**src/rtl/nz_pkg.sv**
```systemverilog
package nz_pkg;

   localparam int NZ_MAX_W = 17;

   function automatic int nz_width(input logic [1:0] sel);
      case (sel)
         2'd0:    return 9;
         2'd1:    return 11;
         2'd2:    return 15;
         default: return 17;
      endcase
   endfunction

   function automatic logic [NZ_MAX_W-1:0] nz_taps(input logic [1:0] sel);
      case (sel)
         2'd0:    return 17'h00110;
         2'd1:    return 17'h00500;
         2'd2:    return 17'h06000;
         default: return 17'h12000;
      endcase
   endfunction

   function automatic logic [NZ_MAX_W-1:0] nz_fill(input logic [1:0] sel);
      return (NZ_MAX_W'(1) << nz_width(sel)) - NZ_MAX_W'(1);
   endfunction

endpackage

```
**src/rtl/nz_tick_div.sv**
```systemverilog
module nz_tick_div #(
   parameter int DIV_W = 3
) (
   input  logic clk,
   input  logic rst_n,
   input  logic tick_in,
   output logic tick_out
);
   generate
      if (DIV_W < 0) begin : g_bad
         $error("nz_tick_div: DIV_W must not be negative");
      end
      if (DIV_W == 0) begin : g_pass
         logic unused_ok;
         assign unused_ok = clk ^ rst_n;
         assign tick_out  = tick_in;
      end else begin : g_count
         localparam logic [DIV_W-1:0] LAST = '1;
         logic [DIV_W-1:0] cnt_q;
         always_ff @(posedge clk) begin
            if (!rst_n)       cnt_q <= '0;
            else if (tick_in) cnt_q <= cnt_q + 1'b1;
         end
         assign tick_out = tick_in && (cnt_q == LAST);
      end
   endgenerate
endmodule

```
**src/rtl/nz_edge_bank.sv**
```systemverilog
module nz_edge_bank #(
   parameter int N = 3
) (
   input  logic         clk,
   input  logic [N-1:0] lvl,
   output logic [N-1:0] fall
);
   generate
      if (N < 1) begin : g_bad
         $error("nz_edge_bank: N must be at least 1");
      end
      for (genvar g = 0; g < N; g++) begin : g_bit
         logic prev_q;
         always_ff @(posedge clk) prev_q <= lvl[g];
         assign fall[g] = prev_q & ~lvl[g];
      end
   endgenerate
endmodule

```
**src/rtl/nz_poly.sv**
```systemverilog
module nz_poly
   import nz_pkg::*;
#(
   parameter int MAX_W = NZ_MAX_W
) (
   input  logic       clk,
   input  logic       rst_n,
   input  logic       step,
   input  logic [1:0] len_sel,
   output logic       bit_out
);
   generate
      if (MAX_W != NZ_MAX_W) begin : g_bad
         $error("nz_poly: MAX_W must match the longest selectable length");
      end
   endgenerate

   logic [MAX_W-1:0] sr_q;
   logic [MAX_W-1:0] sr_next;
   logic [1:0]       len_q;

   always_comb begin
      sr_next = sr_q >> 1;
      if (sr_q[0]) sr_next = sr_next ^ nz_taps(len_q);
   end

   always_ff @(posedge clk) begin
      if (!rst_n) begin
         len_q <= len_sel;
         sr_q  <= nz_fill(len_sel);
      end else if (len_sel != len_q) begin
         len_q <= len_sel;
         sr_q  <= nz_fill(len_sel);
      end else if (step) begin
         sr_q  <= sr_next;
      end
   end

   assign bit_out = sr_q[0];
endmodule

```
**src/rtl/nz_shaper.sv**
```systemverilog
module nz_shaper #(
   parameter int OUT_REG = 0
) (
   input  logic clk,
   input  logic rst_n,
   input  logic upd,
   input  logic poly,
   input  logic lp_en,
   input  logic lp_src,
   input  logic hp_en,
   input  logic hp_ref,
   input  logic ring_en,
   input  logic ring_ref,
   output logic out
);
   logic poly_q, hp_q, st_q;
   logic poly_fall, hp_fall, ev, nv;

   always_ff @(posedge clk) begin
      hp_q <= hp_ref;
      if (!rst_n) poly_q <= 1'b1;
      else        poly_q <= poly;
   end

   assign poly_fall = poly_q & ~poly;
   assign hp_fall   = hp_q & ~hp_ref;

   // stage order: step result, low-pass select, high-pass clear
   assign ev = lp_en ? poly_fall : upd;
   assign nv = lp_en ? lp_src    : poly;

   always_ff @(posedge clk) begin
      if (!rst_n)                st_q <= 1'b0;
      else if (hp_en && hp_fall) st_q <= 1'b0;
      else if (ev)               st_q <= nv;
   end

   generate
      if (OUT_REG != 0) begin : g_reg
         logic out_q;
         always_ff @(posedge clk) begin
            if (!rst_n) out_q <= 1'b0;
            else        out_q <= ring_en ? ~(st_q ^ ring_ref) : st_q;
         end
         assign out = out_q;
      end else begin : g_comb
         assign out = ring_en ? ~(st_q ^ ring_ref) : st_q;
      end
   endgenerate
endmodule

```
**src/rtl/noise_chan.sv**
```systemverilog
module noise_chan
   import nz_pkg::*;
#(
   parameter int NUM_TONES = 3,
   parameter int LP_TONE   = 2,
   parameter int DIV_W     = 3,
   parameter int SEL_W     = 2,
   parameter int OUT_REG   = 0
) (
   input  logic                 clk,
   input  logic                 rst_n,
   input  logic                 tick_250,
   input  logic [NUM_TONES-1:0] tone_out,
   input  logic [SEL_W-1:0]     src_sel,
   input  logic [1:0]           len_sel,
   input  logic                 lp_en,
   input  logic                 hp_en,
   input  logic                 hp_ref,
   input  logic                 ring_en,
   input  logic                 ring_ref,
   output logic                 noise_out,
   output logic                 poly_bit
);
   generate
      if (LP_TONE < 0 || LP_TONE >= NUM_TONES) begin : g_bad_lp
         $error("noise_chan: LP_TONE out of range");
      end
      if ((1 << SEL_W) < NUM_TONES + 1) begin : g_bad_sel
         $error("noise_chan: SEL_W too narrow for NUM_TONES");
      end
   endgenerate

   logic                 slow_tick;
   logic [NUM_TONES-1:0] tone_fall;
   logic                 step, step_d;

   nz_tick_div #(.DIV_W(DIV_W)) u_div (
      .clk      (clk),
      .rst_n    (rst_n),
      .tick_in  (tick_250),
      .tick_out (slow_tick)
   );

   nz_edge_bank #(.N(NUM_TONES)) u_edges (
      .clk  (clk),
      .lvl  (tone_out),
      .fall (tone_fall)
   );

   always_comb begin
      step = 1'b0;
      if (src_sel == '0) step = slow_tick;
      for (int i = 0; i < NUM_TONES; i++)
         if (src_sel == SEL_W'(i + 1)) step = tone_fall[i];
   end

   always_ff @(posedge clk) begin
      if (!rst_n) step_d <= 1'b0;
      else        step_d <= step;
   end

   nz_poly #(.MAX_W(NZ_MAX_W)) u_poly (
      .clk     (clk),
      .rst_n   (rst_n),
      .step    (step),
      .len_sel (len_sel),
      .bit_out (poly_bit)
   );

   nz_shaper #(.OUT_REG(OUT_REG)) u_shape (
      .clk      (clk),
      .rst_n    (rst_n),
      .upd      (step_d),
      .poly     (poly_bit),
      .lp_en    (lp_en),
      .lp_src   (tone_out[LP_TONE]),
      .hp_en    (hp_en),
      .hp_ref   (hp_ref),
      .ring_en  (ring_en),
      .ring_ref (ring_ref),
      .out      (noise_out)
   );
endmodule

```
**config.mk**
```make
export PLATFORM = sky130hd
export DESIGN_NAME = noise_chan
export DESIGN_NICKNAME = d
export VERILOG_FILES = /design/src/rtl/nz_pkg.sv /design/src/rtl/nz_tick_div.sv /design/src/rtl/nz_edge_bank.sv /design/src/rtl/nz_poly.sv /design/src/rtl/nz_shaper.sv /design/src/rtl/noise_chan.sv
export SDC_FILE = /design/constraint.sdc
export NUM_CORES = 1
export LEC_CHECK = 0
export CAP_MARGIN = 20
export CORE_ASPECT_RATIO = 1.2
export CORE_UTILIZATION = 35
export CTS_BUF_LIST = sky130_fd_sc_hd__clkbuf_8
export DETAILED_ROUTE_END_ITERATION = 12
export PLACE_DENSITY = 0.58
export REMOVE_ABC_BUFFERS = 1
export SYNTH_ARGS = -nofsm -noshare
export SYNTH_HDL_FRONTEND = slang
export SYNTH_SLANG_ARGS = --single-unit
```
**constraint.sdc**
```tcl
create_clock -name clk -period 3.5 [get_ports clk]
set_input_delay 0.35 -clock clk [delete_from_list [all_inputs] [get_ports clk]]
set_output_delay 0.35 -clock clk [all_outputs]
set_load 0.02 [all_outputs]
```
Word level (Yosys, flattened, before mapping)
Index checks and enable logic that the tools add are counted.

cells by class
  bitwise logic cells = 14
  shifts and indexed selects = 2
  reductions and logical operators = 6
  muxes and demuxes = 19
  add/subtract/negate cells = 3
  eq/ne operators = 11

operators with widths
  operator               count
  $mux 32                3
  $mux 17                5
  $shl 1x32->17 const A  2
  $pmux 17 s3            1
  $sub 17x2->17 const B  2
  $xor 16x17->17         1
  $pmux 5 s3             1
  $eq 2x2->1 const B     4
  $mux 1                 7
  $not 1->1              7
  $eq 2x1->1 const B     3
  $logic_not 2->1        3
  $and 1x1->1            5
  $mux 2                 2
  $add 3x1->3 const B    1
  $eq 3x3->1 const B     1
  $ne 3x1->1 const B     1
  $logic_and 1x1->1      2
  $ne 2x1->1 const B     1
  $ne 2x2->1             1
  $reduce_or 2->1        1
  $xor 1x1->1            1

word-level totals
  input bits = 15
  flip-flop bits (word level) = 29
  output and inout port bits = 2
  logic and storage cells = 65

Depth between registers and ports, before layout
  depth after elaboration = 9
  gate-level depth with buffers = 5
  gate-level depth less buffers = 5

By module
Synthesis repeated with hierarchy kept, for this count alone.

second synthesis, totals
  cell total of the unflattened synthesis = 105
  area total of the unflattened synthesis = 1,397.6 sq um

by module, submodules not included
  module        area an instance (sq um)  times used  seq. area each (sq um)  cells an instance
  nz_poly       960.9                     1           570.5                   70
  nz_shaper     146.4                     1           60.1                    14
  nz_tick_div   140.1                     1           60.1                    12
  nz_edge_bank  101.3                     1           60.1                    6
  noise_chan    48.8                      1           20.0                    3

Least setup slack after synthesis
No wires, ideal clock.

  path type = register to register
  from = register u_div.g_count.cnt_q[0]
  to = register u_poly.sr_q[0] (enable)
  arrival = 1.496 ns
  stages on the path, launching flop included = 6
  data required time = 3.127 ns
  clock period less this slack = 1.869 ns
  buffers on the path = 0
  path slack = 1.631 ns
  setup time = 0.373 ns
  cell sequence = dfxtp_1 -> ha_1 -> ha_1 -> nand2_1 -> mux4_2 -> nand2_1

on the way
  longest elaborated chain between the ends = 7

RTL lines
  item                    line               RTL
  from (decl)             nz_tick_div.sv:19  logic [DIV_W-1:0] cnt_q;
  from (signal assigned)  nz_tick_div.sv:22  else if (tick_in) cnt_q <= cnt_q + 1'b1;
  $eq 3x3->1              nz_tick_div.sv:24  assign tick_out = tick_in && (cnt_q == LAST);
  $logic_and 1x1->1       nz_tick_div.sv:24
  $mux 1                  noise_chan.sv:52   if (src_sel == '0) step = slow_tick;
  $mux 1 (3 in a row)     noise_chan.sv:54   if (src_sel == SEL_W'(i + 1)) step = tone_fall[i];
  $ne 3x1->1 (no line)    n/a
  to (signal assigned)    nz_poly.sv:30      sr_q <= nz_fill(len_sel);
  to (signal assigned)    nz_poly.sv:33      sr_q <= nz_fill(len_sel);
  to (signal assigned)    nz_poly.sv:35      sr_q <= sr_next;
  to (decl)               nz_poly.sv:18      logic [MAX_W-1:0] sr_q;

No other way between the ends.
A chain may end at the register's enable or synchronous reset.

Final worst setup path
  from = input tick_250
  to = register u_poly.sr_q[4] (enable)

on the way
  longest elaborated chain between the ends = 6

RTL lines
  item                  line               RTL
  from (decl)           noise_chan.sv:12   input logic tick_250,
  $logic_and 1x1->1     nz_tick_div.sv:24
  $mux 1                noise_chan.sv:52
  $mux 1 (3 in a row)   noise_chan.sv:54
  $ne 3x1->1 (no line)  n/a

No other way between the ends.

==> flow_metrics.tcl <==
set metrics [dict create \
    yosysSeqAreaShare_pct 56.83 \
    skew_ns 0.007529 \
    place_inst 173 \
    die_h_um 70.19 \
    std_cell_rows 24 \
    grt_max_degree 18 \
    postLayoutCoreUtil_pct 45.94 \
    setup_viol 0 \
    finalCriticalPeriod_ns 2.134 \
    max_freq_mhz 468.6 \
    post_cts.repair.setup_buffers 0 \
    core_um2 3664 \
    holdWs_ns 0.4956 \
    overflow 0 \
    hold_depth 2 \
    cts_tree "yes" \
    ir_worst_vdd_mv 0.2459 \
    first_global_vias 853 \
    wirelength_mm 2.250 \
    endpoint_kind "flop" \
    ys_ff_latch 29 \
    cp_data_required_time_ns 3.40 \
    reg2reg_depth 5 \
    gp_congestion 0.7053 \
    maxSlewHeadroom_pct 52.86 \
    cpPeakStageDelay_ns 0.57 \
    start_kind "input pin" \
    cpMostUsedCell "nand2_1" \
    dp_hpwl_mm 1.606 \
    cp_num_buf_inv 1 \
    rsz0062_at_grt "no" \
    setup_tns_ns 0 \
    avgSynthCellArea_um2 12.80 \
    boundaryPins 17 \
    drtIter0Drc 31 \
    multi_input_area_um2 540.5 \
    synthCells 106 \
    path_max_fanout 17 \
    p_seq_share_pct 48.3 \
    ant_nets 0 \
    finalNetCount 150 \
    path_clk_slew_ns 0.06 \
    switchingPower_mw 0.1817 \
    route.vias.total 831 \
    cap_violations 0 \
    die_area_um2 4129 \
    slowest_stage "clkdlybuf4s50_1" \
    final_cells 181 \
    crit_type "input pin to flop" \
    holdBufCountCts 0 \
    cts_buffers 5 \
    grt_pass1_wl_mm 3.698 \
    yosys_warnings 0 \
    seqCellArea_um2 770.7 \
    worst_slew_pin_slew_ns 0.7054 \
    combPwrFrac_pct 11.4 \
    critPathTopFamily "simple AND/OR/NAND/NOR gates" \
    period_share_pct 60.97 \
    route.detailed.drc 0 \
    clock-sinks 29 \
    pwr-share-clk_pct 40.3 \
    die_x_um 58.83 \
    cts_buffer_depth 2 \
    antenna_cells 0 \
    hold_viol 0 \
    syn2layout_area_growth_pct 24.08 \
    leakage_nw 0.6499 \
    report.final.slew_viol_count 0 \
    status "finished, final reports clean" \
    h-tree-depth 2 \
    synth_area_um2 1356 \
    path_cells "clkdlybuf4s50_1 > nand2_1 > mux4_2 > nand2_1" \
    final_layout_size_suffix_gt1_share_pct 10.85 \
    cts_root_buf "clkbuf_8" \
    grt_usage_pct 12.22 \
    nFillCells 367 \
    ys_types 28 \
    start_util_pct 37.02 \
    first_pass_iters 4 \
    power.density_nw_per_um2 514.9 \
    post_cts_resize_count 0 \
    clk-insertion-delay-late_ns 0.27 \
    portBuffers 16 \
    wl_per_cell_um 12.43 \
    path_depth 4 \
    antenna_found_initial 0 \
    intPower_mw 0.6849 \
    worstPathArrival_ns 2.03 \
    switching_share_pct 20.96 \
    viasPerCell 4.591 \
    worstHoldPathType "flop to flop" \
]
[power by group through the flow]
stage	Sequential, mW	Clock (mW)	Combinational, mW
floorplan	0.420	0	0.0623
global placement	0.425	0	0.0965
detailed placement	0.426	0	0.0991
CTS	0.419	0.357	0.100
global route	0.422	0.375	0.110
finish	0.418	0.349	0.0991
[area by class of cell]
| type | instances | share of cell area (%) |
|---|---|---|
| clock inverters | 2 | 2.007 |
| inverters | 6 | 1.338 |
| multi-input cells | 69 | 32.12 |
| clock buffers | 6 | 4.907 |
| flip-flops and latches | 29 | 45.80 |
| well taps | 52 | 3.866 |
| repair buffers | 17 | 9.963 |
[stage by stage]
step	setup slack (ns)	power, mW	area [µm²]
floorplan	1.490	0.4823	1334
global placement	1.091	0.5211	1567
detailed placement	1.069	0.5246	1567
CTS	1.341	0.8766	1683
global route	1.290	0.9061	1683
finish	1.366	0.8666	1683
[placed cells by master (no fill, tap or decap), drive strengths merged, types with 3 or more instances in the layout]
cell type      synthesis  final
dfxtp                 10     10
edfxtp                19     19
clkdlybuf4s50          0     16
ha                     7      7
xor2                   4      4
inv                    6      7
clkbuf                 1      6
nand2                  4      4
o21ai                  4      4
xnor2                  4      4
mux2                   5      5
nand2b                13     13
nand3b                 3      3
mux2i                  5      5
nor2b                  4      4
[worst paths after layout]
path	start	endpoint	slack [ns]
worst min-delay path	u_shape.st_q	u_shape.st_q	0.50
worst min register to register	u_shape.st_q	u_shape.st_q	0.50
worst max-delay path	tick_250	u_poly.sr_q[4]	1.37
worst max register to register	u_div.g_count.cnt_q[0]	u_poly.sr_q[4]	1.40
[kinds of logic after synthesis]
kind of cell               synth area share (%)
other                                    0.2765
adders and majority gates                 6.457
xor gates and xnor gates                  5.166
muxes                                     9.502
and+or+nand+nor                           14.21
buffers and inverters                     3.597
DFF                                       56.83
AOI/OAI and AO/OA                         3.967
[layer usage]
metal	track usage, %	part of all wire (%)	wire, µm	up-vias
met3	5.185	5.2	116	2
li1	-	-	-	416
met1	12.89	47	1050	388
met4	3.968	1.2	27	0
met2	21.34	47	1056	25
met5	0	0	0	-
[cell usage after synthesis]
| library cell | instances | area [µm²] |
|---|---|---|
| edfxtp_1 | 19 | 570.6 |
| nand2b_1 | 13 | 81.33 |
| dfxtp_1 | 10 | 200.2 |
| ha_1 | 7 | 87.58 |
| inv_1 | 6 | 22.52 |
| mux2_2 | 5 | 56.30 |
| mux2i_1 | 5 | 50.05 |
| nand2_1 | 4 | 15.01 |
| nor2b_1 | 4 | 25.02 |
| xnor2_1 | 4 | 35.03 |
| xor2_1 | 4 | 35.03 |
| nand3b_1 | 3 | 22.52 |
| o21ai_0 | 3 | 15.01 |
| a21oi_1 | 2 | 10.01 |
| and3_1 | 2 | 12.51 |
| buf_6 | 2 | 22.52 |
| nand4_1 | 2 | 12.51 |
| a311oi_1 | 1 | 8.760 |
| a31oi_1 | 1 | 6.260 |
| a32oi_1 | 1 | 8.760 |
| and2_1 | 1 | 6.260 |
| clkbuf_1 | 1 | 3.750 |
| conb_1 | 1 | 3.750 |
| mux4_2 | 1 | 22.52 |
| nor2_1 | 1 | 3.750 |
| nor3b_1 | 1 | 7.510 |
| o21ai_1 | 1 | 5.000 |
| or3_1 | 1 | 6.260 |
[worst register-to-register path: stages (launching register included)]
cell,delay (ns)
dfxtp_1,0.36
ha_1,0.16
ha_1,0.13
nand2_1,0.04
mux4_2,0.49
nand2_1,0.55
[flip-flops by register name, summed over array words and instances (netlist names)]
name,flops
u_poly.len_q,2
u_shape.poly_q,1
step_d,1
u_div.g_count.cnt_q,3
u_shape.hp_q,1
u_poly.sr_q,17
u_shape.st_q,1
u_edges.g_bit.prev_q,3
Note: power is estimated with default switching activity, not from simulation.
